$ cat src/rtl/sli_pkg.sv
package sli_pkg;
  typedef enum logic [1:0] {
    OP_NONE = 2'd0,
    OP_LOAD = 2'd1,
    OP_ACK  = 2'd2
  } cpu_op_e;
endpackage

$ cat src/rtl/sli_wr_decode.sv
module sli_wr_decode
  import sli_pkg::*;
#(
  parameter int          ADDR_W    = 16,
  parameter logic [15:0] LOAD_ADDR = 16'hE003,
  parameter logic [15:0] ACK_ADDR  = 16'hE002
) (
  input  logic              we,
  input  logic [ADDR_W-1:0] addr,
  output cpu_op_e           op
);
  always_comb begin
    op = OP_NONE;
    if (we) begin
      if (addr == LOAD_ADDR[ADDR_W-1:0])     op = OP_LOAD;
      else if (addr == ACK_ADDR[ADDR_W-1:0]) op = OP_ACK;
    end
  end
endmodule

$ cat src/rtl/sli_line_qual.sv
module sli_line_qual #(
  parameter int LINE_W    = 9,
  parameter int LAST_LINE = 239
) (
  input  logic              pulse,
  input  logic [LINE_W-1:0] line,
  input  logic              render_on,
  output logic              tick
);
  localparam logic [LINE_W-1:0] LAST = LINE_W'(LAST_LINE);
  assign tick = pulse && render_on && (line <= LAST);
endmodule

$ cat src/rtl/sli_counter.sv
module sli_counter
  import sli_pkg::*;
#(
  parameter int CNT_W = 8
) (
  input  logic             clk,
  input  logic             rst,
  input  cpu_op_e          op,
  input  logic [CNT_W-1:0] load_val,
  input  logic             tick,
  output logic             pending
);
  localparam logic [CNT_W-1:0] ONE = CNT_W'(1);

  logic [CNT_W-1:0] cnt;
  logic             do_load, do_dec, fire;

  assign do_load = (op == OP_LOAD);
  assign do_dec  = !do_load && tick && (cnt != '0);
  assign fire    = do_dec && (cnt == ONE);

  always_ff @(posedge clk) begin
    if (rst) begin
      cnt     <= '0;
      pending <= 1'b0;
    end else begin
      if (do_load)     cnt <= load_val;
      else if (do_dec) cnt <= cnt - ONE;
      if (fire)              pending <= 1'b1;
      else if (op == OP_ACK) pending <= 1'b0;
    end
  end


  load_value_chk: assert property (@(posedge clk) disable iff (rst)
    (op == OP_LOAD) |=> (cnt == $past(load_val)));

  ack_clears_chk: assert property (@(posedge clk) disable iff (rst)
    (op == OP_ACK && !fire) |=> !pending);

  zero_holds_chk: assert property (@(posedge clk) disable iff (rst)
    (cnt == '0 && op != OP_LOAD) |=> (cnt == '0));

  rise_from_one_chk: assert property (@(posedge clk) disable iff (rst)
    $rose(pending) |-> ($past(cnt) == ONE && $past(tick)));

  hold_level_chk: assert property (@(posedge clk) disable iff (rst)
    (pending && op != OP_ACK) |=> pending);

  load_wins_chk: assert property (@(posedge clk) disable iff (rst)
    (do_load && tick) |=> (cnt == $past(load_val)));

  idle_stable_chk: assert property (@(posedge clk) disable iff (rst)
    (!tick && op != OP_LOAD) |=> $stable(cnt));
endmodule

$ cat src/rtl/scanline_irq_unit.sv
module scanline_irq_unit
  import sli_pkg::*;
#(
  parameter int          ADDR_W    = 16,
  parameter int          DATA_W    = 8,
  parameter int          LINE_W    = 9,
  parameter int          LAST_LINE = 239,
  parameter logic [15:0] LOAD_ADDR = 16'hE003,
  parameter logic [15:0] ACK_ADDR  = 16'hE002
) (
  input  logic              clk,
  input  logic              rst,
  input  logic              cpu_we,
  input  logic [ADDR_W-1:0] cpu_addr,
  input  logic [DATA_W-1:0] cpu_wdata,
  input  logic              line_pulse,
  input  logic [LINE_W-1:0] line_num,
  input  logic              render_on,
  output logic              irq
);
  cpu_op_e op;
  logic    tick;

  sli_wr_decode #(.ADDR_W(ADDR_W), .LOAD_ADDR(LOAD_ADDR), .ACK_ADDR(ACK_ADDR)) u_dec (
    .we(cpu_we), .addr(cpu_addr), .op(op)
  );

  sli_line_qual #(.LINE_W(LINE_W), .LAST_LINE(LAST_LINE)) u_qual (
    .pulse(line_pulse), .line(line_num), .render_on(render_on), .tick(tick)
  );

  sli_counter #(.CNT_W(DATA_W)) u_cnt (
    .clk(clk), .rst(rst), .op(op), .load_val(cpu_wdata), .tick(tick), .pending(irq)
  );
endmodule

$ cat config.mk
export PLATFORM = sky130hd
export DESIGN_NAME = scanline_irq_unit
export DESIGN_NICKNAME = d
export VERILOG_FILES = /design/src/rtl/sli_pkg.sv /design/src/rtl/sli_wr_decode.sv /design/src/rtl/sli_line_qual.sv /design/src/rtl/sli_counter.sv /design/src/rtl/scanline_irq_unit.sv
export SDC_FILE = /design/constraint.sdc
export NUM_CORES = 1
export LEC_CHECK = 0
export ABC_AREA = 1
export ABC_CLOCK_PERIOD_IN_PS = 4400
export BUFFER_PORTS_ARGS = -buffer_cell sky130_fd_sc_hd__buf_2
export CORE_ASPECT_RATIO = 0.75
export CORE_MARGIN = 5
export CORE_UTILIZATION = 30
export DETAILED_ROUTE_END_ITERATION = 6
export PLACE_DENSITY = 0.67
export SLEW_MARGIN = 20
export SYNTH_ARGS = -nofsm -noshare
export SYNTH_HDL_FRONTEND = slang
export SYNTH_HIERARCHICAL = 1
export SYNTH_SLANG_ARGS = --single-unit
$ cat constraint.sdc
create_clock -name clk -period 4.4 [get_ports clk]
set_input_delay 0.66 -clock clk [delete_from_list [all_inputs] [get_ports clk]]
set_output_delay 0.66 -clock clk [all_outputs]
set_load 0.02 [all_outputs]
# Word-level counts from Yosys, hierarchy flattened
# Index checks and enable logic that the tools add are counted.
# op_classes
n_addsub	1
n_mux	7
reduce_logical	9
n_eq_ne	5
order_cmp	1
# op_table
op	count
16-bit equality test (second input constant)	2
8-bit two-way mux	2
9-bit by 8-bit <= comparator with 1-bit output (second input constant)	1
8-bit by 1-bit equality test with 1-bit output (second input constant)	1
8-bit nonzero test	1
8-bit by 1-bit subtractor with 8-bit output (second input constant)	1
2-bit two-way mux	3
1-bit logical AND	5
2-bit nonzero test	2
2-bit by 1-bit equality test with 1-bit output (second input constant)	1
2-bit equality test (second input constant)	1
1-bit two-way mux	2
1-bit logical NOT	1
# totals
output_inout_bits	1
inputBits	38
ff_bits	9
elab_cells	25

# Longest topological paths before layout
# logic_depth
word_depth	10
ltp_mapped	14

# Cells and area by module
# Netlist, hierarchy kept.
# modules_own_cells
mod	n_inst	area_per_inst_um2	cells_per_inst
sli_counter	1	635.6	106
sli_wr_decode	1	75.1	17
sli_line_qual	1	23.8	6

# Worst setup path after synthesis
# OpenSTA, ideal clock, no wires.
# synth_path
path_type	input-to-reg
startpoint	input cpu_addr[11]
endpoint	register u_cnt.cnt[1]
t_required_ps	4284
setup_slack_ps	2565
setup_time_ps	116
arrival_time_ps	1719
cell_stages	14
cell_sequence	nor2_1 -> nand2_1 -> nor2_1 -> nand2_1 -> nor2_1 -> inv_2 -> nand2_1 -> inv_2 -> nor2_2 -> nand2_2 -> nand2_4 -> clkinv_2 -> nor2_1 -> nor2_1
# synth_between
elab_chain_len	9
word_cells_on_any_way	11
# synth_lines
element	line_no	source
start: declaration	scanline_irq_unit.sv:14	input logic [ADDR_W-1:0] cpu_addr,
16-bit equality test	sli_wr_decode.sv:16	else if (addr == ACK_ADDR[ADDR_W-1:0]) op = OP_ACK;
2-bit two-way mux	sli_wr_decode.sv:16	
2-bit two-way mux (*)	sli_wr_decode.sv:15	if (addr == LOAD_ADDR[ADDR_W-1:0]) op = OP_LOAD;
2-bit two-way mux (*)	sli_wr_decode.sv:14	if (we) begin
net op[1]	scanline_irq_unit.sv:21	cpu_op_e op;
2-bit by 1-bit equality test with 1-bit output (*)	sli_counter.sv:18	assign do_load = (op == OP_LOAD);
1-bit logical NOT	sli_counter.sv:19	assign do_dec = !do_load && tick && (cnt != '0);
1-bit logical AND (2 in a row)	sli_counter.sv:19	
2-bit nonzero test (no source line)	--	
end signal: assignment	sli_counter.sv:27	if (do_load) cnt <= load_val;
end signal: assignment	sli_counter.sv:28	else if (do_dec) cnt <= cnt - ONE;
end: declaration	sli_counter.sv:15	logic [CNT_W-1:0] cnt;
# The timed path passes the listed nets; every way through them passes the cells marked *.
# A chain may end at the register's enable or synchronous reset.

# Worst setup path after layout
# layout_path
startpoint	input cpu_addr[11]
endpoint	register u_cnt.cnt[2]
# The elaborated chain is that of the path after synthesis.

==> impl_results.md <==
- Status: finished with violations
- Failing checks: DRC
- Via count of the routed design: slightly above 900
- CP max FO: 11
- Cell count after synthesis: 129
- Mapped Avg Cell Area: 5.693 um2
- Register area share after synthesis: 24.53%
- Placed insts: between 150 and 200
- Peak supply drop: 105.0 uV
- Final count of pins violating max slew: 0
- Post-CTS Setup Bufs: 0
- # nets final: 208
- Grt total ovfl: 0
- Unique masters post-synth: 20
- # H-tree levels: 1
- CTS tree: done
- Iter 0 DRT Violations: 30
- #FFs+latches synth: 9
- Worst slew margin relative to its limit: between 70% and 80%
- Critical path class: in -> reg
- Final worst path period share: 51.01%
- CTS Buf Count: 3
- Core Rows: 15
- R2r endpoint: u_cnt/cnt[2]$_SDFFE_PP0P_
- Hold Path Cell Cnt: 2
- Synthesized cell area: 734.5 um2
- Clock sinks: 9
- Antenna cells: 0
- Worst Hold Class: reg -> reg
- Placed cell area: 939.7 um2
- Final setup viols: 0
- Pin count of the biggest net entering global routing: 12
- # DRC: 3
- Die width: 67.14 um
- Clk_lat worst skew: 0.26 ns
- Adder-cell share of the synthesized area: 5.111%
- Final TNS setup: 0 ns
- Yosys warnings: 6
- Maxcap violations: 0
- Chip height: 52.85 um
- RR Startpoint: u_cnt/cnt[0]$_SDFFE_PP0P_
- Commonest cells after routing, fill and taps aside: buf_2, nand2_1, nor2_1, nand3_1, inv_1
- Main combinational cell family by area after synthesis: simple AND/OR/NAND/NOR gates
- Most common cell after layout, fill and taps aside: buf_2
- R2r setup slk: a little under 3 ns
- Worst hold slack: 0.4929 ns
- PostCTS Resize Cnt: 0
- Crit end category: flop
- P_leak: 0.0004804 uW
- Final min period: 2.244 ns
- Design area: 965.9 um2
- Hold EP: u_cnt/pending$_SDFFE_PP0P_
- RSZ-0062 raised after global routing: no
- Per-cell routed wire length: 10.66 um
- GRT Total Usage: 12.97%
- Fmax: 445.6 MHz
- Fillers: 270
- Buffers on Ports: 34
- Vias in the first global route: between 800 and 900
- DR pass1 iterations: 7
- Req. time, crit path: 4.56 ns
- Die Footprint: roughly 0.0035 mm2
- Synth Area in Simple Gates: about half
- Syn_nets: 170
- Max clock buf depth: 2
- Worst-Margin Slew: approximately 0.43 ns
- I/O pins: 39
- Final Hold Vio Count: 0
- Hold-fix buffers, CTS: 0
- Worst reg-to-reg path cell count: 8
- Post-synthesis mux area share: 0%
- Final HPWL DP: 1777 um
- Setup Skew: 0.001151 ns
- Post-route ant nets: 0
- Share of layout cells above drive strength 1: 28.92%
- Power density cells: around 220 mW/mm2
- HP Start: u_cnt/pending$_SDFFE_PP0P_
- CORE AREA: 0.002327 mm2
- Crit start category: input port
- Starting Density: 31.56%
- Critical Path AT: 2.40 ns
- Clock transition at path regs: 0.06 ns
- Clock Tree Root: clkbuf_4
- Non-filler cells in the finished layout: 200
- Routability Congestion: roughly 0.91
- Vias per std cell: 4.560
- First-pass GRT wire length: roughly 3600 um
- Complex-gate fraction of the synthesized area: about a tenth
- Drt total wl: 2132 um
- Area Overhead vs Synth: 31.52%
- Initial antenna violation count: 0
- XOR/XNOR Fraction of Synth Area: 0%
synth_stat cells:
master / count / share of area, %
nand2_1: 30 / 15
clkinv_1: 2 / 1.0
nand3_1: 14 / 9.5
nor3_1: 1 / 0.68
or2_2: 3 / 2.6
ha_1: 3 / 5.1
buf_4: 1 / 1.0
nor2_2: 2 / 1.7
dfxtp_1: 9 / 25
nand4_1: 2 / 1.7
nor4_1: 1 / 0.85
nor3_2: 1 / 1.4
a21oi_1: 5 / 3.4
inv_2: 2 / 1.0
nand2_2: 1 / 0.85
o21ai_0: 9 / 6.1
clkinv_2: 1 / 0.68
inv_1: 12 / 6.1
nor2_1: 29 / 15
nand2_4: 1 / 1.5
per-layer routing:
metal  track usage, %  share of wire (%)  vias up
li1                 -                  -      483
met1            16.31                 41      391
met2            21.86                 47       38
met3            4.246                 12        0
met4            2.020                  0        0
met5                0                  0        -
worst max-delay path, stage by stage:
cell and delay, ns:
buf_2 0.09, nor2_1 0.11, nand2_1 0.06, nor2_1 0.09
nand2_1 0.07, nor2_1 0.11, inv_2 0.04, nand2_1 0.33
inv_2 0.17, nor2_2 0.15, nand2_2 0.10, nand2_4 0.12
clkinv_2 0.14, nor2_1 0.10, nor2_1 0.05
how the worst max path moves through the flow:
stage / to / from / cells after the start
floorplan: u_cnt/cnt[1]$_SDFFE_PP0P_ / cpu_addr[11] / 14
global placement: u_cnt/cnt[2]$_SDFFE_PP0P_ / cpu_addr[11] / 15
detailed placement: u_cnt/cnt[1]$_SDFFE_PP0P_ / cpu_addr[11] / 15
CTS: u_cnt/cnt[1]$_SDFFE_PP0P_ / cpu_addr[11] / 15
global route: u_cnt/cnt[3]$_SDFFE_PP0P_ / cpu_addr[11] / 15
finish: u_cnt/cnt[2]$_SDFFE_PP0P_ / cpu_addr[11] / 15
cell type report:
| type | instances | area [um2] | share of cell area (%) |
|---|---|---|---|
| Multi-Input combinational cell | 102 | 481.7 | 49.87 |
| Sequential cell | 9 | 180.2 | 18.65 |
| Timing Repair Buffer | 34 | 170.2 | 17.62 |
| Inverter | 17 | 65.06 | 6.736 |
| Tap cell | 34 | 42.54 | 4.404 |
| Clock buffer | 4 | 26.28 | 2.720 |
where the power goes:
group          internal, uW  leakage (uW)  switching (uW)
Combinational          26.2      0.000393            31.3
Clock                  35.1     0.0000150            30.4
Sequential             84.5     0.0000727            3.32
Total                   146      0.000480            65.0
state kept, by name, summed over array words and instances, names as in the netlist:
name,flops
u_cnt/cnt,8
u_cnt/pending,1
kinds of logic after synthesis:
group	count (synthesis)
fa+ha+maj	3
flops	9
buf+inv	18
simple gates	85
compound gates	14
through the flow:
step | total power [uW] | worst slack, ns | util [%]
floorplan | 123.2 | 2.565 | -
global placement | 144.2 | 1.940 | 40.38
detailed placement | 147.0 | 1.888 | 40.38
CTS | 214.0 | 2.168 | 41.51
global route | 229.0 | 1.869 | 41.51
finish | 210.8 | 2.156 | 41.51
Note: power is estimated with default switching activity, not from simulation.
